File: src/rtl/dacc_pkg.sv
`timescale 1ns/1ps
package dacc_pkg;

    // Limiting mode applied to the unlimited adder result.
    typedef enum logic [1:0] {
        LIM_NONE = 2'd0,
        LIM_32   = 2'd1,
        LIM_40   = 2'd2
    } lim_mode_e;

    // Per-write event flags produced by the adder stage.
    typedef struct packed {
        logic guard_ovf;
        logic sat_hit;
    } wr_evt_t;

endpackage

File: src/rtl/dacc_operand.sv
`timescale 1ns/1ps
module dacc_operand #(
    parameter int PROD_W   = 32,
    parameter int DATA_W   = 16,
    parameter int FRAC_POS = 16,
    parameter int SH_W     = 4,
    parameter int EXT_W    = 42
) (
    input  logic [PROD_W-1:0]       prod_i,
    input  logic [DATA_W-1:0]       data_i,
    input  logic [SH_W-1:0]         shift_i,
    input  logic                    src_data_i,
    input  logic                    negate_i,
    output logic signed [EXT_W-1:0] opnd_o
);

    logic signed [EXT_W-1:0] prod_x;
    logic signed [EXT_W-1:0] data_x;
    logic signed [EXT_W-1:0] scaled;
    logic signed [EXT_W-1:0] base;
    logic [SH_W:0]           sh_ext;
    logic [SH_W:0]           sh_mag;

    // Product operand: sign extend to the internal width.
    always_comb prod_x = {{(EXT_W-PROD_W){prod_i[PROD_W-1]}}, prod_i};

    // Data operand: sign extend, align to the fraction position.
    always_comb data_x = {{(EXT_W-DATA_W){data_i[DATA_W-1]}}, data_i} <<< FRAC_POS;

    // Shift count magnitude, one extra bit so the most negative count fits.
    always_comb begin
        sh_ext = {shift_i[SH_W-1], shift_i};
        sh_mag = shift_i[SH_W-1] ? (~sh_ext + 1'b1) : sh_ext;
    end

    always_comb begin
        if (shift_i[SH_W-1]) scaled = data_x <<< sh_mag;
        else                 scaled = data_x >>> sh_mag;
    end

    always_comb begin
        base   = src_data_i ? scaled : prod_x;
        opnd_o = negate_i ? -base : base;
    end

endmodule

File: src/rtl/dacc_addsat.sv
`timescale 1ns/1ps
module dacc_addsat
    import dacc_pkg::*;
#(
    parameter int ACC_W  = 40,
    parameter int MAIN_W = 32,
    parameter int EXT_W  = 42
) (
    input  logic [ACC_W-1:0]        acc_i,
    input  logic signed [EXT_W-1:0] opnd_i,
    input  logic                    load_i,
    input  logic                    sat_en_i,
    input  logic                    sat40_i,
    output logic [ACC_W-1:0]        res_o,
    output wr_evt_t                 evt_o
);

    localparam logic [ACC_W-1:0] POS_MAIN = {{(ACC_W-MAIN_W+1){1'b0}}, {(MAIN_W-1){1'b1}}};
    localparam logic [ACC_W-1:0] NEG_MAIN = {{(ACC_W-MAIN_W+1){1'b1}}, {(MAIN_W-1){1'b0}}};
    localparam logic [ACC_W-1:0] POS_FULL = {1'b0, {(ACC_W-1){1'b1}}};
    localparam logic [ACC_W-1:0] NEG_FULL = {1'b1, {(ACC_W-1){1'b0}}};

    logic signed [EXT_W-1:0] acc_x;
    logic signed [EXT_W-1:0] src_x;
    logic signed [EXT_W-1:0] sum;
    logic                    fit_main;
    logic                    fit_full;
    logic                    neg_res;
    lim_mode_e               mode;

    always_comb begin
        acc_x = {{(EXT_W-ACC_W){acc_i[ACC_W-1]}}, acc_i};
        src_x = load_i ? '0 : acc_x;
        sum   = src_x + opnd_i;
    end

    // Range tests on the unlimited result.
    always_comb begin
        fit_main = (&sum[EXT_W-1:MAIN_W-1]) | ~(|sum[EXT_W-1:MAIN_W-1]);
        fit_full = (&sum[EXT_W-1:ACC_W-1])  | ~(|sum[EXT_W-1:ACC_W-1]);
        neg_res  = sum[EXT_W-1];
    end

    always_comb begin
        if (!sat_en_i)    mode = LIM_NONE;
        else if (sat40_i) mode = LIM_40;
        else              mode = LIM_32;
    end

    always_comb begin
        res_o           = sum[ACC_W-1:0];
        evt_o.guard_ovf = ~fit_main;
        evt_o.sat_hit   = 1'b0;
        unique case (mode)
            LIM_NONE: begin
                evt_o.sat_hit = ~fit_full;
            end
            LIM_32: begin
                evt_o.sat_hit = ~fit_main;
                if (!fit_main) res_o = neg_res ? NEG_MAIN : POS_MAIN;
            end
            LIM_40: begin
                evt_o.sat_hit = ~fit_full;
                if (!fit_full) res_o = neg_res ? NEG_FULL : POS_FULL;
            end
            default: begin
                res_o = sum[ACC_W-1:0];
            end
        endcase
    end

endmodule

File: src/rtl/dacc_status.sv
`timescale 1ns/1ps
module dacc_status
    import dacc_pkg::*;
#(
    parameter int N_ACC = 2,
    parameter int SEL_W = 1
) (
    input  logic             clk,
    input  logic             rst_n,
    input  logic             wr_en_i,
    input  logic [SEL_W-1:0] sel_i,
    input  wr_evt_t          evt_i,
    input  logic             clr_sat_i,
    input  logic             sat_en_i,
    input  logic [N_ACC-1:0] ovf_te_i,
    input  logic             cat_te_i,
    output logic [N_ACC-1:0] ovf_q_o,
    output logic [N_ACC-1:0] sat_q_o,
    output logic [N_ACC-1:0] trap_ovf_o,
    output logic             trap_sat_o
);

    always_ff @(posedge clk) begin
        if (!rst_n) begin
            ovf_q_o <= '0;
            sat_q_o <= '0;
        end else begin
            for (int i = 0; i < N_ACC; i++) begin
                if (wr_en_i && sel_i == SEL_W'(i)) begin
                    ovf_q_o[i] <= evt_i.guard_ovf;
                end
                if (wr_en_i && sel_i == SEL_W'(i) && evt_i.sat_hit) begin
                    sat_q_o[i] <= 1'b1;
                end else if (clr_sat_i) begin
                    sat_q_o[i] <= 1'b0;
                end
            end
        end
    end

    always_comb begin
        trap_ovf_o = ovf_q_o & ovf_te_i;
        trap_sat_o = (|sat_q_o) & ~sat_en_i & cat_te_i;
    end

    AST_SIGN_TRAP_GATED: assert property (@(posedge clk) disable iff (!rst_n)
        sat_en_i |-> !trap_sat_o) else $error("sign-loss trap while limiting on");

    for (genvar g = 0; g < N_ACC; g++) begin : g_chk
        AST_SAT_STICKY: assert property (@(posedge clk) disable iff (!rst_n)
            (sat_q_o[g] && !clr_sat_i) |=> sat_q_o[g]) else $error("saturation flag dropped");
        AST_SAT_CLEARED: assert property (@(posedge clk) disable iff (!rst_n)
            (clr_sat_i && !(wr_en_i && sel_i == SEL_W'(g) && evt_i.sat_hit)) |=> !sat_q_o[g])
            else $error("saturation flag not cleared");
        AST_OVF_HOLD: assert property (@(posedge clk) disable iff (!rst_n)
            !(wr_en_i && sel_i == SEL_W'(g)) |=> $stable(ovf_q_o[g]))
            else $error("overflow flag moved without write");
    end

endmodule

File: src/rtl/dacc_unit.sv
`timescale 1ns/1ps
module dacc_unit
    import dacc_pkg::*;
#(
    parameter int ACC_W    = 40,
    parameter int MAIN_W   = 32,
    parameter int PROD_W   = 32,
    parameter int DATA_W   = 16,
    parameter int FRAC_POS = 16,
    parameter int SH_W     = 4
) (
    input  logic              clk,
    input  logic              rst_n,
    input  logic              op_valid_i,
    input  logic              op_load_i,
    input  logic              acc_sel_i,
    input  logic              src_data_i,
    input  logic [PROD_W-1:0] prod_i,
    input  logic [DATA_W-1:0] data_i,
    input  logic [SH_W-1:0]   shift_i,
    input  logic              negate_i,
    input  logic              sat_en_i,
    input  logic              sat40_i,
    input  logic              clr_sab_i,
    input  logic              ovf_a_te_i,
    input  logic              ovf_b_te_i,
    input  logic              cat_te_i,
    output logic [ACC_W-1:0]  acc_a_o,
    output logic [ACC_W-1:0]  acc_b_o,
    output logic              oa_o,
    output logic              ob_o,
    output logic              sa_o,
    output logic              sb_o,
    output logic              oab_o,
    output logic              sab_o,
    output logic              trap_oa_o,
    output logic              trap_ob_o,
    output logic              trap_sat_o
);

    localparam int EXT_W = ACC_W + 2;
    localparam int N_ACC = 2;
    localparam int SEL_W = 1;

    logic [ACC_W-1:0]        acc_q [N_ACC];
    logic [ACC_W-1:0]        acc_src;
    logic [ACC_W-1:0]        acc_res;
    logic signed [EXT_W-1:0] opnd;
    wr_evt_t                 evt;
    logic [N_ACC-1:0]        ovf_q;
    logic [N_ACC-1:0]        sat_q;
    logic [N_ACC-1:0]        trap_ovf;

    always_comb acc_src = acc_q[acc_sel_i];

    dacc_operand #(
        .PROD_W(PROD_W), .DATA_W(DATA_W), .FRAC_POS(FRAC_POS),
        .SH_W(SH_W), .EXT_W(EXT_W)
    ) u_operand (
        .prod_i(prod_i), .data_i(data_i), .shift_i(shift_i),
        .src_data_i(src_data_i), .negate_i(negate_i), .opnd_o(opnd)
    );

    dacc_addsat #(
        .ACC_W(ACC_W), .MAIN_W(MAIN_W), .EXT_W(EXT_W)
    ) u_addsat (
        .acc_i(acc_src), .opnd_i(opnd), .load_i(op_load_i),
        .sat_en_i(sat_en_i), .sat40_i(sat40_i),
        .res_o(acc_res), .evt_o(evt)
    );

    dacc_status #(
        .N_ACC(N_ACC), .SEL_W(SEL_W)
    ) u_status (
        .clk(clk), .rst_n(rst_n), .wr_en_i(op_valid_i), .sel_i(acc_sel_i),
        .evt_i(evt), .clr_sat_i(clr_sab_i), .sat_en_i(sat_en_i),
        .ovf_te_i({ovf_b_te_i, ovf_a_te_i}), .cat_te_i(cat_te_i),
        .ovf_q_o(ovf_q), .sat_q_o(sat_q), .trap_ovf_o(trap_ovf),
        .trap_sat_o(trap_sat_o)
    );

    // Accumulator registers.
    always_ff @(posedge clk) begin
        if (!rst_n) begin
            for (int i = 0; i < N_ACC; i++) acc_q[i] <= '0;
        end else begin
            for (int i = 0; i < N_ACC; i++) begin
                if (op_valid_i && acc_sel_i == SEL_W'(i)) acc_q[i] <= acc_res;
            end
        end
    end

    always_comb begin
        acc_a_o   = acc_q[0];
        acc_b_o   = acc_q[1];
        oa_o      = ovf_q[0];
        ob_o      = ovf_q[1];
        sa_o      = sat_q[0];
        sb_o      = sat_q[1];
        oab_o     = |ovf_q;
        sab_o     = |sat_q;
        trap_oa_o = trap_ovf[0];
        trap_ob_o = trap_ovf[1];
    end

    AST_IDLE_HOLD: assert property (@(posedge clk) disable iff (!rst_n)
        !op_valid_i |=> ($stable(acc_a_o) && $stable(acc_b_o)))
        else $error("accumulator moved while idle");
    AST_UNSEL_A_HOLD: assert property (@(posedge clk) disable iff (!rst_n)
        (op_valid_i && acc_sel_i) |=> $stable(acc_a_o))
        else $error("A moved while B selected");
    AST_UNSEL_B_HOLD: assert property (@(posedge clk) disable iff (!rst_n)
        (op_valid_i && !acc_sel_i) |=> $stable(acc_b_o))
        else $error("B moved while A selected");
    AST_MAIN_LIMIT_A: assert property (@(posedge clk) disable iff (!rst_n)
        (op_valid_i && !acc_sel_i && sat_en_i && !sat40_i) |=>
        ((&acc_a_o[ACC_W-1:MAIN_W-1]) || !(|acc_a_o[ACC_W-1:MAIN_W-1])))
        else $error("32-bit limited result out of range");

endmodule

File: config.mk
export PLATFORM = sky130hd
export DESIGN_NAME = dacc_unit
export DESIGN_NICKNAME = d
export VERILOG_FILES = /design/src/rtl/dacc_pkg.sv /design/src/rtl/dacc_operand.sv /design/src/rtl/dacc_addsat.sv /design/src/rtl/dacc_status.sv /design/src/rtl/dacc_unit.sv
export SDC_FILE = /design/constraint.sdc
export NUM_CORES = 1
export LEC_CHECK = 0
export CORE_MARGIN = 10
export CORE_UTILIZATION = 30
export DETAILED_ROUTE_END_ITERATION = 8
export GPL_TIMING_DRIVEN = 0
export PLACE_DENSITY = 0.53
export SKIP_CTS_REPAIR_TIMING = 1
export SLEW_MARGIN = 20
export SYNTH_ARGS = -nofsm -noshare
export SYNTH_HDL_FRONTEND = slang
export SYNTH_SLANG_ARGS = --single-unit
File: constraint.sdc
create_clock -name clk -period 12.5 [get_ports clk]
set_clock_uncertainty 0.1 [all_clocks]
set_input_delay 3.75 -clock clk [delete_from_list [all_inputs] [get_ports clk]]
set_output_delay 3.75 -clock clk [all_outputs]
set_load 0.02 [all_outputs]
Yosys cells after proc, flatten, opt, wreduce, memory -nomap -nowiden
Memories as Yosys holds them, arrays and structs flattened. Cells that the tools add are included. W data, S select, Z words.

Bits in writable memories: 80. Bits in registers: 4. Memories kept: 1. Output and inout bits: 89. Logic and storage cells: 65. Input bits: 65.

Shift operators: 2. Multiplexer cells: 25. Add/sub/neg operators: 3. Bitwise operators: 14. Equality and inequality tests: 2. Reduce and logical (&&, ||, !) cells: 14.

Memories: acc_q (depth 2, width 40, read ports 3, clocked after memory_dff 0, write ports 2, RTL line dacc_unit.sv:45) `logic [ACC_W-1:0] acc_q [N_ACC];`.

Operator list (count): $mux W40 (6); $mux W42 (4); $pmux W40 S2 (1); $add A42 B42 Y42 (1); $neg A42 Y42 (1); $sshl A32 B5 Y42 (1); $sshr A32 B5 Y42 (1); $reduce_and A11 Y1 (1); $reduce_or A11 Y1 (1); $mux W1 (10); $not A1 Y1 (6); $reduce_or A2 Y1 (3); $add A5 B1 Y5 const B (1); $mux W5 (1); $not A5 Y5 (1); $logic_and A1 B1 Y1 (4); $mux W2 (2); $or A1 B1 Y1 (4); $reduce_bool A2 Y1 (2); $reduce_and A3 Y1 (1); $reduce_or A3 Y1 (1); $and A1 B1 Y1 (2); $and A2 B2 Y2 (1); $eq A2 B1 Y1 const B (1); other kinds (3) (3).

Depth between registers and ports, before layout
Gate-level depths: netlist of the first run.

Depth after elaboration: 16. Depth in mapped cells: 31. Depth with buffers taken out: 26.

Cells and area by module
From an unflattened synthesis of the first run, not the netlist that was laid out.

Cell total of the unflattened synthesis: 1182. Area, all modules: 10516.3 sq um.

Modules (own cells, without submodules): dacc_operand (area an instance 3528.4 sq um, times used 1, cells an instance 480); dacc_addsat (area an instance 3407.0 sq um, times used 1, cells an instance 502); dacc_unit (area an instance 3395.8 sq um, times used 1, cells an instance 179); dacc_status (area an instance 185.2 sq um, times used 1, cells an instance 21).

Least setup slack after synthesis of the first run
OpenSTA, ideal clock, no wires.

Path type: input to register. Start: in shift_i[0]. End: mem acc_q[0][1], data pin. Data arrival time: 10585 ps. Buffers on the path: 4. Stages: 29. Slack: 1652 ps. Required time: 12237 ps. Path through: buf_2 -> clkinv_1 -> ha_1 -> mux2i_2 -> buf_4 -> buf_6 -> mux2i_1 -> a221oi_2 -> o211ai_1 -> or2_1 -> nand3b_1 -> nand3b_1 -> or3_1 -> o21ai_0 -> xnor2_1 -> ha_1 -> clkbuf_1 -> nand4_1 -> or2_2 -> or3_1 -> a31oi_1 -> mux2_2 -> nand4_1 -> or4_1 -> or4_1 -> and2_1 -> o21ai_1 -> nand2_1 -> a31oi_1.

RTL lines: start, declared (RTL line dacc_unit.sv:20) `input logic [SH_W-1:0] shift_i,`; end, declared (RTL line dacc_unit.sv:45).

==> implementation parameters, run 1 <==
Parameter                              Value

Synthesis
  Proportion of synthesized flip-flops having asynchronous set or reset ... 0%
  Yosys reg bits ... 84
  Cell type with the highest aggregate area in the netlist ... sky130_fd_sc_hd__edfxtp_1
  Top post-synthesis cells by area ... sky130_fd_sc_hd__edfxtp_1 (25%), sky130_fd_sc_hd__mux2i_1 (8.8%), sky130_fd_sc_hd__ha_1 (5.6%)
  Synth Warn # ... 0
  Area share of the largest cell type after synthesis ... between 20% and 30%
  Synth Cell Area ... approximately 9700 um2
  Commonest register cell after synthesis ... sky130_fd_sc_hd__edfxtp_1
  Proportion of synthesized chip area in sequential cells ... 25.7%
  Synth Instances ... between 1,000 and 1,500
  Synthesized Nets ... around 1,300
  Synthesized area per cell ... ~8.4 um2
  Count of different cell masters after synthesis ... 86
  Post-synth EDFFs ... 80

Worst setup path
  Endpoint arrival time on the critical path ... 12.23 ns
  Largest fanout on the critical path ... 10
  Reg2reg start ... acc_q[1][26]
  Kind of end point of the critical path ... flip-flop
  Category of the worst setup path launch point ... input pin
  Critical path required time ... 12.57 ns
  WS Path Type ... input pin to flip-flop
  Source of the critical timing path ... shift_i[0]

Routing
  Topmost layer with routed signal wires ... met4
  Routed met3 length ... 3.19 mm
  Post-route DRC ... 0
  Routed wirelength normalized by instance count ... ~22 um
  Routed WL ... approximately 37 mm
  Detailed-route via count ... 9,874
  Iteration-0 DRC Markers ... 949
  Vias per std cell ... 5.73
  Antenna violation net count after detailed routing ... 0
  Number of search-and-repair iterations in the first detailed-routing pass ... 5
  Amount of wire on met2 after detailed routing ... ~16 mm
  Met1 layer wirelength in the final routing ... between 15 and 20 mm

Floorplanning
  Effective utilization at floorplan ... approximately 31%
  Io pins ... 154
  Die height ... around 200 um
  Horizontal die dimension ... ~200 um
  Number of rows created at floorplan ... 65
  Die Outline Area ... ~40,000 um2
  Std-Cell Core Area ... approximately 32,000 um2

GRT
  Total congestion overflow ... 0
  Maximum number of pins on one net before global-route repair ... 23
  Total global-route track usage ... 17.9%
  Antenna violations before repair ... 0
  Wire length of the first global-routing pass ... 55.6 mm
  Vias in the first global route ... roughly 9,400

Hold path
  Launch point of the worst hold path ... u_status.sat_q_o[0]
  Hold Path Class ... flip-flop to flip-flop

Placement
  Final estimated routing congestion in global placement ... 0.945
  DP HPWL ... roughly 30 mm
  Dpl cells ... between 1,500 and 2,000
  Post-DP Area ... 11,700 um2
  Number of I/O port buffers ... ~150

Final layout
  Design area ... ~12,000 um2
  Filler cell count in the final layout ... about 3,300
  Number of antenna diodes ... 0
  Fraction of final layout cells sized beyond drive strength 1 ... 9.92%
  Layout net count ... between 1,000 and 1,500
  Most common library cell in the layout ignoring fill and taps ... sky130_fd_sc_hd__clkdlybuf4s50_1
  Post-Layout Cell Count ... 1,723
  Most used cells in the layout excluding fill and tap cells ... sky130_fd_sc_hd__clkdlybuf4s50_1 (146), sky130_fd_sc_hd__nand2_1 (117), sky130_fd_sc_hd__a21oi_1 (95), sky130_fd_sc_hd__nor2_1 (93), sky130_fd_sc_hd__mux2i_1 (85)
  Layout Area Growth over Synthesis ... 25.0%

Timing
  Least-Margin Pin Slew ... between 0.9 and 1 ns
  Achievable Freq ... 82.2 MHz
  Total of endpoints with negative setup slack in the final report ... 0
  Final hold violation count ... 0
  Post-route clock period utilization ... slightly below 100%
  Slew headroom ... a little over a third
  Max Transition Viols Final ... 0
  Fin crit period ... between 10 and 15 ns

Clock network
  TritonCTS clock tree ... done
  Clock buffer depth ... 2
  Root Buffer Master ... sky130_fd_sc_hd__clkbuf_16
  TritonCTS Sinks ... 84
  Clock insertion delay at the later pin of the skew report ... approximately 0.35 ns
  Num CTS Buffers ... 9
  Clk pin slew, worst setup/hold paths ... ~0.06 ns
  CTS H-tree depth ... 3

Power
  Leak Pwr ... 0.00463 uW
  Highest ir drop seen on vdd ... 49.6 uV
  Power per cell area ... ~120 nW/um2

Run status
  Result of the run ... completed

Flow run
  Max-cap violation count ... 0
==> where the power goes <==
group          leakage (uW)  switching, uW  total [uW]  internal, uW
Clock              0.000140            113         268           155
Sequential         0.000883           21.7         379           357
Combinational       0.00360            457         747           290
==> flip-flops by register name, indices dropped and copies added (netlist names) <==
signal / count
acc_q: 80
u_status.ovf_q_o: 2
u_status.sat_q_o: 2
==> final timing paths <==
path                            slack [ns]             endpoint  cells after the start
worst max-delay path                  0.34         acc_q[1][30]                     28
worst min-delay path                  0.39  u_status.sat_q_o[0]                      2
worst max register to register        7.08         acc_q[1][30]                     17
worst min register to register        0.39  u_status.sat_q_o[0]                      2
==> per-layer routing <==
layer	global-route usage (%)	vias up
met2	28.4	492
met5	0	-
met1	24.4	4628
li1	-	4684
met4	5.36	0
met3	3.04	70
==> cell type report <==
type / instances / area [um2] / area share, %
Sequential cell: 84 / 2480 / 20.5
Clock inverter: 7 / 75.1 / 0.621
Clock buffer: 9 / 225 / 1.86
Inverter: 34 / 131 / 1.09
Buffer: 68 / 329 / 2.72
Timing Repair Buffer: 153 / 1550 / 12.8
Multi-Input combinational cell: 966 / 6800 / 56.2
Tap cell: 402 / 503 / 4.16
==> cell usage after synthesis (5+ instances only) <==
library cell,number
sky130_fd_sc_hd__a21oi_1,95
sky130_fd_sc_hd__mux2i_1,85
sky130_fd_sc_hd__xor2_1,27
sky130_fd_sc_hd__nor2_1,93
sky130_fd_sc_hd__a221oi_1,5
sky130_fd_sc_hd__and4_1,6
sky130_fd_sc_hd__inv_1,32
sky130_fd_sc_hd__buf_1,10
sky130_fd_sc_hd__o211ai_1,7
sky130_fd_sc_hd__a211oi_1,10
sky130_fd_sc_hd__mux4_2,11
sky130_fd_sc_hd__clkbuf_1,41
sky130_fd_sc_hd__o21ai_0,70
sky130_fd_sc_hd__edfxtp_1,80
sky130_fd_sc_hd__and2_1,10
sky130_fd_sc_hd__o31ai_1,20
sky130_fd_sc_hd__a21oi_2,10
sky130_fd_sc_hd__nor2b_1,11
sky130_fd_sc_hd__o22ai_1,6
sky130_fd_sc_hd__nand3_1,34
sky130_fd_sc_hd__ha_1,43
sky130_fd_sc_hd__nor3_1,27
sky130_fd_sc_hd__or3_1,16
sky130_fd_sc_hd__a21o_1,11
sky130_fd_sc_hd__buf_2,14
sky130_fd_sc_hd__nand4_1,25
sky130_fd_sc_hd__o221ai_1,6
sky130_fd_sc_hd__o21bai_1,14
sky130_fd_sc_hd__o21a_1,9
sky130_fd_sc_hd__or2_2,12
sky130_fd_sc_hd__a41oi_1,5
sky130_fd_sc_hd__mux2_2,18
sky130_fd_sc_hd__xnor2_1,47
sky130_fd_sc_hd__nor4_1,6
sky130_fd_sc_hd__buf_4,5
sky130_fd_sc_hd__nand2b_1,6
sky130_fd_sc_hd__a31oi_1,15
sky130_fd_sc_hd__nand2_1,120
==> critical path: stages <==
cell and delay [ns]:
sky130_fd_sc_hd__clkdlybuf4s50_1 0.52, sky130_fd_sc_hd__clkbuf_4 0.25, sky130_fd_sc_hd__clkinvlp_4 0.14, sky130_fd_sc_hd__ha_1 0.34, sky130_fd_sc_hd__nand2b_2 0.31, sky130_fd_sc_hd__xnor2_1 0.38, sky130_fd_sc_hd__mux4_2 0.43, sky130_fd_sc_hd__and2_0 0.18
sky130_fd_sc_hd__a221o_1 0.33, sky130_fd_sc_hd__or4_4 0.59, sky130_fd_sc_hd__or3_1 0.38, sky130_fd_sc_hd__o21ai_0 0.20, sky130_fd_sc_hd__xor2_1 0.12, sky130_fd_sc_hd__ha_1 0.30, sky130_fd_sc_hd__clkbuf_1 0.26, sky130_fd_sc_hd__nand4_1 0.20
sky130_fd_sc_hd__or2_2 0.38, sky130_fd_sc_hd__or3_1 0.40, sky130_fd_sc_hd__a31oi_2 0.31, sky130_fd_sc_hd__mux2_2 0.22, sky130_fd_sc_hd__nand4_1 0.19, sky130_fd_sc_hd__or4_1 0.57, sky130_fd_sc_hd__or4_1 0.46, sky130_fd_sc_hd__and2_1 0.25
sky130_fd_sc_hd__nand2_2 0.24, sky130_fd_sc_hd__buf_2 0.26, sky130_fd_sc_hd__nand2_1 0.08, sky130_fd_sc_hd__a21oi_2 0.20
==> stage by stage <==
| stage | power (uW) | setup WS (ns) | utilization (%) | hold slack [ns] | setup TNS (ns) |
|---|---|---|---|---|---|
| 6_report | 1390 | 0.336 | 38.1 | 0.394 | 0 |
| 3_5_place_dp | 1120 | -0.994 | 36.9 | 0.381 | -47.45 |
| 4_1_cts | 1380 | -0.656 | 37.8 | 0.391 | -21.93 |
| 5_1_grt | 1470 | -0.0216 | 38.1 | 0.412 | -0.0431 |
| 2_1_floorplan | 864 | 1.65 | - | 0.454 | 0 |
| 3_3_place_gp | 1110 | -1.01 | 36.7 | 0.385 | -49.05 |
==> cells by family after synthesis <==
logic type / count (synthesis) / share of synthesized area [%]
AOI/OAI and AO/OA: 335 / 22.7
xor gates and xnor gates: 76 / 7.03
adders and majority gates: 44 / 5.77
buffers and inverters: 108 / 4.87
DFF: 84 / 25.7
muxes: 116 / 13.7
and+or+nand+nor: 395 / 20.2
No activity file was read; power rests on OpenSTA's default activity.
==> inputs of run 2 (changes only) <==
- CORE_MARGIN: 10 -> 4
==> implementation parameters, run 2 (same netlist as run 1, synthesis figures left out) <==
Parameter                              Value

Power
  Highest ir drop seen on vdd ... 74.2 uV (was 49.6 uV)
  Clk network pwr share ... 22.5% (was 19.2%)
  Leak Pwr ... 0.00467 uW (was 0.00463 uW)
  Reg power frac ... 26.1% (was 27.2%)
  Power per cell area ... 120 nW/um2 (was 115 nW/um2)
  Net load switching power ... 606 uW (was 591 uW)
  Share of power burned in combinational logic ... 51.4% (was 53.6%)
  Net Sw Frac ... 41.7% (was 42.4%)
  Internal power ... 847 uW (was 803 uW)

Clock network
  Clock buffer depth ... 2 (unchanged)
  Num CTS Buffers ... 9 (unchanged)
  Root Buffer Master ... sky130_fd_sc_hd__clkbuf_16 (unchanged)
  TritonCTS Sinks ... 84 (unchanged)
  Clk pin slew, worst setup/hold paths ... 0.07 ns (was 0.06 ns)
  Clock insertion delay at the later pin of the skew report ... 0.36 ns (was 0.35 ns)
  TritonCTS clock tree ... done (unchanged)
  CTS H-tree depth ... 3 (unchanged)

Timing
  Fin crit period ... 12.01 ns (was 12.16 ns)
  Slew headroom ... 24.3% (was 35.7%)
  Unrepaired setup endpoints after global routing ... no
  Total of endpoints with negative setup slack in the final report ... 0 (unchanged)
  Post-route clock period utilization ... 96.1% (was 97.3%)
  Final hold violation count ... 0 (unchanged)
  Least-Margin Pin Slew ... 1.14 ns (was 0.965 ns)
  Achievable Freq ... 83.3 MHz (was 82.2 MHz)
  Worst hold-check slack ... 0.408 ns (was 0.394 ns)
  Max Transition Viols Final ... 0 (unchanged)

Final layout
  Register with the highest flop count ... acc_q (unchanged)
  Storage element area ... 2480 um2 (unchanged)
  Filler cell count in the final layout ... 3,293 (was 3,270)
  Area of the multi-input gates ... 6810 um2 (was 6800 um2)
  Layout Area Growth over Synthesis ... 25.4% (was 25.0%)
  Utilization of the core after routing ... 38.3% (was 38.1%)
  Design area ... 12,100 um2 (about the same)
  Fraction of final layout cells sized beyond drive strength 1 ... 10.2% (was 9.92%)
  Max FFs per register ... 80 (unchanged)
  Most common library cell in the layout ignoring fill and taps ... sky130_fd_sc_hd__clkdlybuf4s50_1 (unchanged)
  Most used cells in the layout excluding fill and tap cells ... sky130_fd_sc_hd__clkdlybuf4s50_1 (146), sky130_fd_sc_hd__nand2_1 (118), sky130_fd_sc_hd__a21oi_1 (95), sky130_fd_sc_hd__nor2_1 (93), sky130_fd_sc_hd__mux2i_1 (85) (was sky130_fd_sc_hd__clkdlybuf4s50_1 (146), sky130_fd_sc_hd__nand2_1 (117), sky130_fd_sc_hd__a21oi_1 (95), sky130_fd_sc_hd__nor2_1 (93), sky130_fd_sc_hd__mux2i_1 (85))
  Post-Layout Cell Count ... 1,723 (unchanged)
  Number of antenna diodes ... 0 (unchanged)
  Top Registers ... acc_q: 80 flops, u_status.ovf_q_o: 2 flops, u_status.sat_q_o: 2 flops (unchanged)
  Layout net count ... 1,425 (unchanged)

Routing
  Vias per std cell ... 5.76 (was 5.73)
  Routed wirelength normalized by instance count ... 21.7 um (was 21.5 um)
  Detailed-route via count ... 9,917 (was 9,874)
  Iteration-0 DRC Markers ... 1,062 (was 949)
  Post-route DRC ... 0 (unchanged)
  Antenna violation net count after detailed routing ... 0 (unchanged)
  Routed WL ... 37.4 mm (was 37.1 mm)
  Number of search-and-repair iterations in the first detailed-routing pass ... 5 (unchanged)

Worst setup path
  Largest fanout on the critical path ... 10 (unchanged)
  Critical path required time ... 12.58 ns (was 12.57 ns)
  Top delay family on crit path ... simple AND/OR/NAND/NOR gates (unchanged)
  Category of the worst setup path launch point ... input pin (unchanged)
  Critical path's slowest cell ... sky130_fd_sc_hd__or4_1 (was sky130_fd_sc_hd__or4_4)
  Endpoint arrival time on the critical path ... 12.09 ns (was 12.23 ns)
  Delay of the slowest critical-path stage ... 0.53 ns (was 0.59 ns)
  Kind of end point of the critical path ... flip-flop (unchanged)
  Critical path buffers and inverters ... 6 (was 5)
  WS Path Type ... input pin to flip-flop (unchanged)

GRT
  Total global-route track usage ... 20.1% (was 17.9%)
  Wire length of the first global-routing pass ... 56.1 mm (was 55.6 mm)
  Routing usage on met3 ... 3.20% (was 3.04%)
  Antenna violations before repair ... 0 (unchanged)
  Total congestion overflow ... 0 (unchanged)
  Met2 track demand over resource in global routing ... 32.4% (was 28.4%)
  Maximum number of pins on one net before global-route repair ... 41 (was 23)
  Vias in the first global route ... 9,458 (was 9,393)
  M1 GR Usage ... 28.1% (was 24.4%)
  Highest-utilization routing layer at the global route stage ... met2 (unchanged)

Floorplanning
  Number of rows created at floorplan ... 65 (unchanged)
  Std-Cell Core Area ... 31,700 um2 (unchanged)
  Effective utilization at floorplan ... 30.5% (unchanged)
  Io pins ... 154 (unchanged)
  Die height ... 188 um (was 200 um)
  Die Outline Area ... 35,200 um2 (was 39,800 um2)
  Horizontal die dimension ... 188 um (was 200 um)

Placement
  Dpl cells ... 1,706 (was 1,708)
  Post-DP Area ... 11,700 um2 (about the same)
  Number of I/O port buffers ... 146 (unchanged)
  Final estimated routing congestion in global placement ... 0.937 (was 0.945)
  DP HPWL ... 29.6 mm (was 30.9 mm)

Hold path
  Hold Path Class ... flip-flop to flip-flop (unchanged)

Run status
  Result of the run ... completed (unchanged)

Flow run
  Max-cap violation count ... 0 (unchanged)
## run 2: final timing paths
path	from	end	slack, ns	cells after the start
worst min-delay path	u_status.sat_q_o[0]	u_status.sat_q_o[0]	0.41	2
worst max register to register	acc_q[1][25]	acc_q[1][26]	7.18	17
worst min register to register	u_status.sat_q_o[0]	u_status.sat_q_o[0]	0.41	2
worst max-delay path	shift_i[0]	acc_q[1][26]	0.49	30
## run 2: power groups by stage
stage	sequential, uW	combinational (uW)	clock, uW
after floorplan	427	438	0
after global placement	385	726	0
after detailed placement	386	726	0
after CTS	380	730	329
after global routing	384	808	339
final	379	747	326
## run 2: layout make-up
type | count | area share [%]
clock inverters | 7 | 1.05
inverters | 34 | 1.08
plain buffers | 68 | 2.80
repair buffers | 153 | 12.5
clock buffers | 9 | 1.86
multi-input cells | 966 | 56.1
well taps | 402 | 4.14
flip-flops and latches | 84 | 20.5
## run 2: per-layer routing
layer,wire (um),share of wire (%)
met5,0,0
met4,1050,2.8
met2,16700,45
met3,2730,7.3
met1,17000,45
## run 2: stage by stage
| stage | TNS, ns | setup WS, ns | total power [uW] |
|---|---|---|---|
| after global placement | -57.61 | -1.00 | 1110 |
| after detailed placement | -52.00 | -0.920 | 1110 |
| after floorplan | 0 | 1.65 | 864 |
| after CTS | -24.12 | -0.580 | 1440 |
| final | 0 | 0.489 | 1450 |
| after global routing | 0 | 0.0371 | 1530 |
## run 2: worst min-delay path, stage by stage (launching register included)
cell and delay, ns:
sky130_fd_sc_hd__dfxtp_1 0.32, sky130_fd_sc_hd__nand2_1 0.06, sky130_fd_sc_hd__o32ai_1 0.07
==> inputs of run 3 (changes only) <==
- CAP_MARGIN: not set -> 20
- RECOVER_POWER: not set -> 100
==> implementation parameters, run 3 (same netlist as run 1, synthesis figures left out) <==
Parameter                              Value

Worst setup path
  Critical path's slowest cell ... sky130_fd_sc_hd__or4_1 (unchanged)
  Category of the worst setup path launch point ... input pin (unchanged)
  WS Path Type ... input pin to flip-flop (unchanged)
  Kind of end point of the critical path ... flip-flop (unchanged)
  Critical path required time ... 12.58 ns (about the same)
  Endpoint arrival time on the critical path ... 12.12 ns (was 12.09 ns)
  Largest fanout on the critical path ... 10 (unchanged)
  Delay of the slowest critical-path stage ... 0.53 ns (about the same)

GRT
  Total congestion overflow ... 0 (unchanged)
  Total global-route track usage ... 20.1% (unchanged)
  Antenna violations before repair ... 1 (was 0)
  Maximum number of pins on one net before global-route repair ... 41 (unchanged)
  Vias in the first global route ... 9,458 (unchanged)
  Wire length of the first global-routing pass ... 56.1 mm (unchanged)

Timing
  Unrepaired setup endpoints after global routing ... no (unchanged)
  Achievable Freq ... 83.0 MHz (was 83.3 MHz)
  Least-Margin Pin Slew ... 2.10 ns (was 1.14 ns)
  Slew headroom ... -40.1% (was 24.3%)
  Fin crit period ... 12.04 ns (was 12.01 ns)
  Total of endpoints with negative setup slack in the final report ... 0 (unchanged)
  Post-route clock period utilization ... 96.3% (was 96.1%)
  Max Transition Viols Final ... 82 (was 0)
  Final hold violation count ... 0 (unchanged)

Power
  Net Sw Frac ... 41.9% (was 41.7%)
  Internal power ... 832 uW (was 847 uW)
  Clk network pwr share ... 22.8% (was 22.5%)
  Final Total Pwr ... 1430 uW (was 1450 uW)
  Share of power burned in combinational logic ... 50.8% (was 51.4%)
  Reg power frac ... 26.4% (was 26.1%)
  Power per cell area ... 118 nW/um2 (was 120 nW/um2)
  Highest ir drop seen on vdd ... 72.7 uV (was 74.2 uV)
  Leak Pwr ... 0.00480 uW (was 0.00467 uW)
  Net load switching power ... 600 uW (was 606 uW)

Routing
  Number of search-and-repair iterations in the first detailed-routing pass ... 5 (unchanged)
  Routed wirelength normalized by instance count ... 21.7 um (about the same)
  Detailed-route via count ... 9,885 (was 9,917)
  Vias per std cell ... 5.74 (was 5.76)
  Post-route DRC ... 0 (unchanged)
  Antenna violation net count after detailed routing ... 0 (unchanged)
  Routed WL ... 37.5 mm (was 37.4 mm)
  Iteration-0 DRC Markers ... 1,125 (was 1,062)

Floorplanning
  Die height ... 188 um (unchanged)
  Number of rows created at floorplan ... 65 (unchanged)
  Horizontal die dimension ... 188 um (unchanged)
  Effective utilization at floorplan ... 30.5% (unchanged)
  Io pins ... 154 (unchanged)
  Std-Cell Core Area ... 31,700 um2 (unchanged)
  Die Outline Area ... 35,200 um2 (unchanged)

Flow run
  Max-cap violation count ... 2 (was 0)

Placement
  Number of I/O port buffers ... 146 (unchanged)
  Post-DP Area ... 11,700 um2 (unchanged)
  Dpl cells ... 1,706 (unchanged)
  Final estimated routing congestion in global placement ... 0.937 (unchanged)
  DP HPWL ... 29.6 mm (unchanged)

Clock network
  Root Buffer Master ... sky130_fd_sc_hd__clkbuf_16 (unchanged)
  Clock buffer depth ... 2 (unchanged)
  Clock insertion delay at the later pin of the skew report ... 0.35 ns (was 0.36 ns)
  TritonCTS clock tree ... done (unchanged)
  CTS H-tree depth ... 3 (unchanged)
  Num CTS Buffers ... 9 (unchanged)
  TritonCTS Sinks ... 84 (unchanged)
  Clk pin slew, worst setup/hold paths ... 0.07 ns (about the same)

Final layout
  Most common library cell in the layout ignoring fill and taps ... sky130_fd_sc_hd__nand2_1 (was sky130_fd_sc_hd__clkdlybuf4s50_1)
  Utilization of the core after routing ... 38.1% (was 38.3%)
  Fraction of final layout cells sized beyond drive strength 1 ... 9.39% (was 10.2%)
  Register with the highest flop count ... acc_q (unchanged)
  Layout net count ... 1,425 (unchanged)
  Number of antenna diodes ... 0 (unchanged)
  Max FFs per register ... 80 (unchanged)
  Layout Area Growth over Synthesis ... 24.9% (was 25.4%)
  Design area ... 12,100 um2 (about the same)
  Top Registers ... acc_q: 80 flops, u_status.ovf_q_o: 2 flops, u_status.sat_q_o: 2 flops (unchanged)
  Most used cells in the layout excluding fill and tap cells ... sky130_fd_sc_hd__nand2_1 (120), sky130_fd_sc_hd__a21oi_1 (103), sky130_fd_sc_hd__nor2_1 (93), sky130_fd_sc_hd__dlygate4sd3_1 (90), sky130_fd_sc_hd__mux2i_1 (85) (was sky130_fd_sc_hd__clkdlybuf4s50_1 (146), sky130_fd_sc_hd__nand2_1 (118), sky130_fd_sc_hd__a21oi_1 (95), sky130_fd_sc_hd__nor2_1 (93), sky130_fd_sc_hd__mux2i_1 (85))
  Post-Layout Cell Count ... 1,723 (unchanged)

Hold path
  Hold Path Class ... flip-flop to flip-flop (unchanged)

Run status
  Result of the run ... finished, violations left (was completed)
  Violations in the final reports ... capacitance limit, slew limit
[run 3: final cells by class]
| cell class | count | area [um2] |
|---|---|---|
| plain buffers | 68 | 339 |
| clock buffers | 9 | 225 |
| clock inverters | 7 | 128 |
| fillers | 3302 | 19600 |
| inverters | 34 | 131 |
| multi-input cells | 966 | 6770 |
| flip-flops and latches | 84 | 2480 |
| well taps | 402 | 503 |
| repair buffers | 153 | 1510 |
[run 3: power by group through the flow]
stage	clock network [uW]	registers, uW	logic (uW)
floorplan	0	427	438
global placement	0	385	726
detailed placement	0	386	726
CTS	329	380	730
global route	339	383	789
finish	326	378	728
[run 3: path summary, 6_finish.rpt]
check | from | end | slack [ns] | cells past startpoint
max | shift_i[0] | acc_q[1][26] | 0.46 | 30
max reg2reg | acc_q[1][25] | acc_q[1][26] | 7.17 | 17
min | u_status.sat_q_o[1] | u_status.sat_q_o[1] | 0.40 | 2
min reg2reg | u_status.sat_q_o[1] | u_status.sat_q_o[1] | 0.40 | 2
[run 3: layer usage]
metal | vias to the layer above | global-route usage [%] | routed length (um)
met3 | 75 | 3.20 | 2790
met2 | 483 | 32.4 | 16700
met1 | 4656 | 28.1 | 17000
li1 | 4671 | - | -
met4 | 0 | 5.45 | 996
met5 | - | 0 | 0
[run 3: per-stage QoR]
stage	hold slack (ns)	TNS, ns	setup slack, ns
4_1_cts	0.407	-24.12	-0.580
3_3_place_gp	0.386	-57.61	-1.00
3_5_place_dp	0.391	-52.00	-0.920
6_report	0.404	0	0.459
2_1_floorplan	0.454	0	1.65
5_1_grt	0.433	0	0.0211
[run 3: worst max-delay path: cells and delay by family]
family	cells	cell delay, ns
adders and majority gates	2	0.76
AOI/OAI and AO/OA	5	1.17
and+or+nand+nor	14	4.12
xor gates and xnor gates	1	0.19
buffers and inverters	6	1.62
muxes	2	0.52
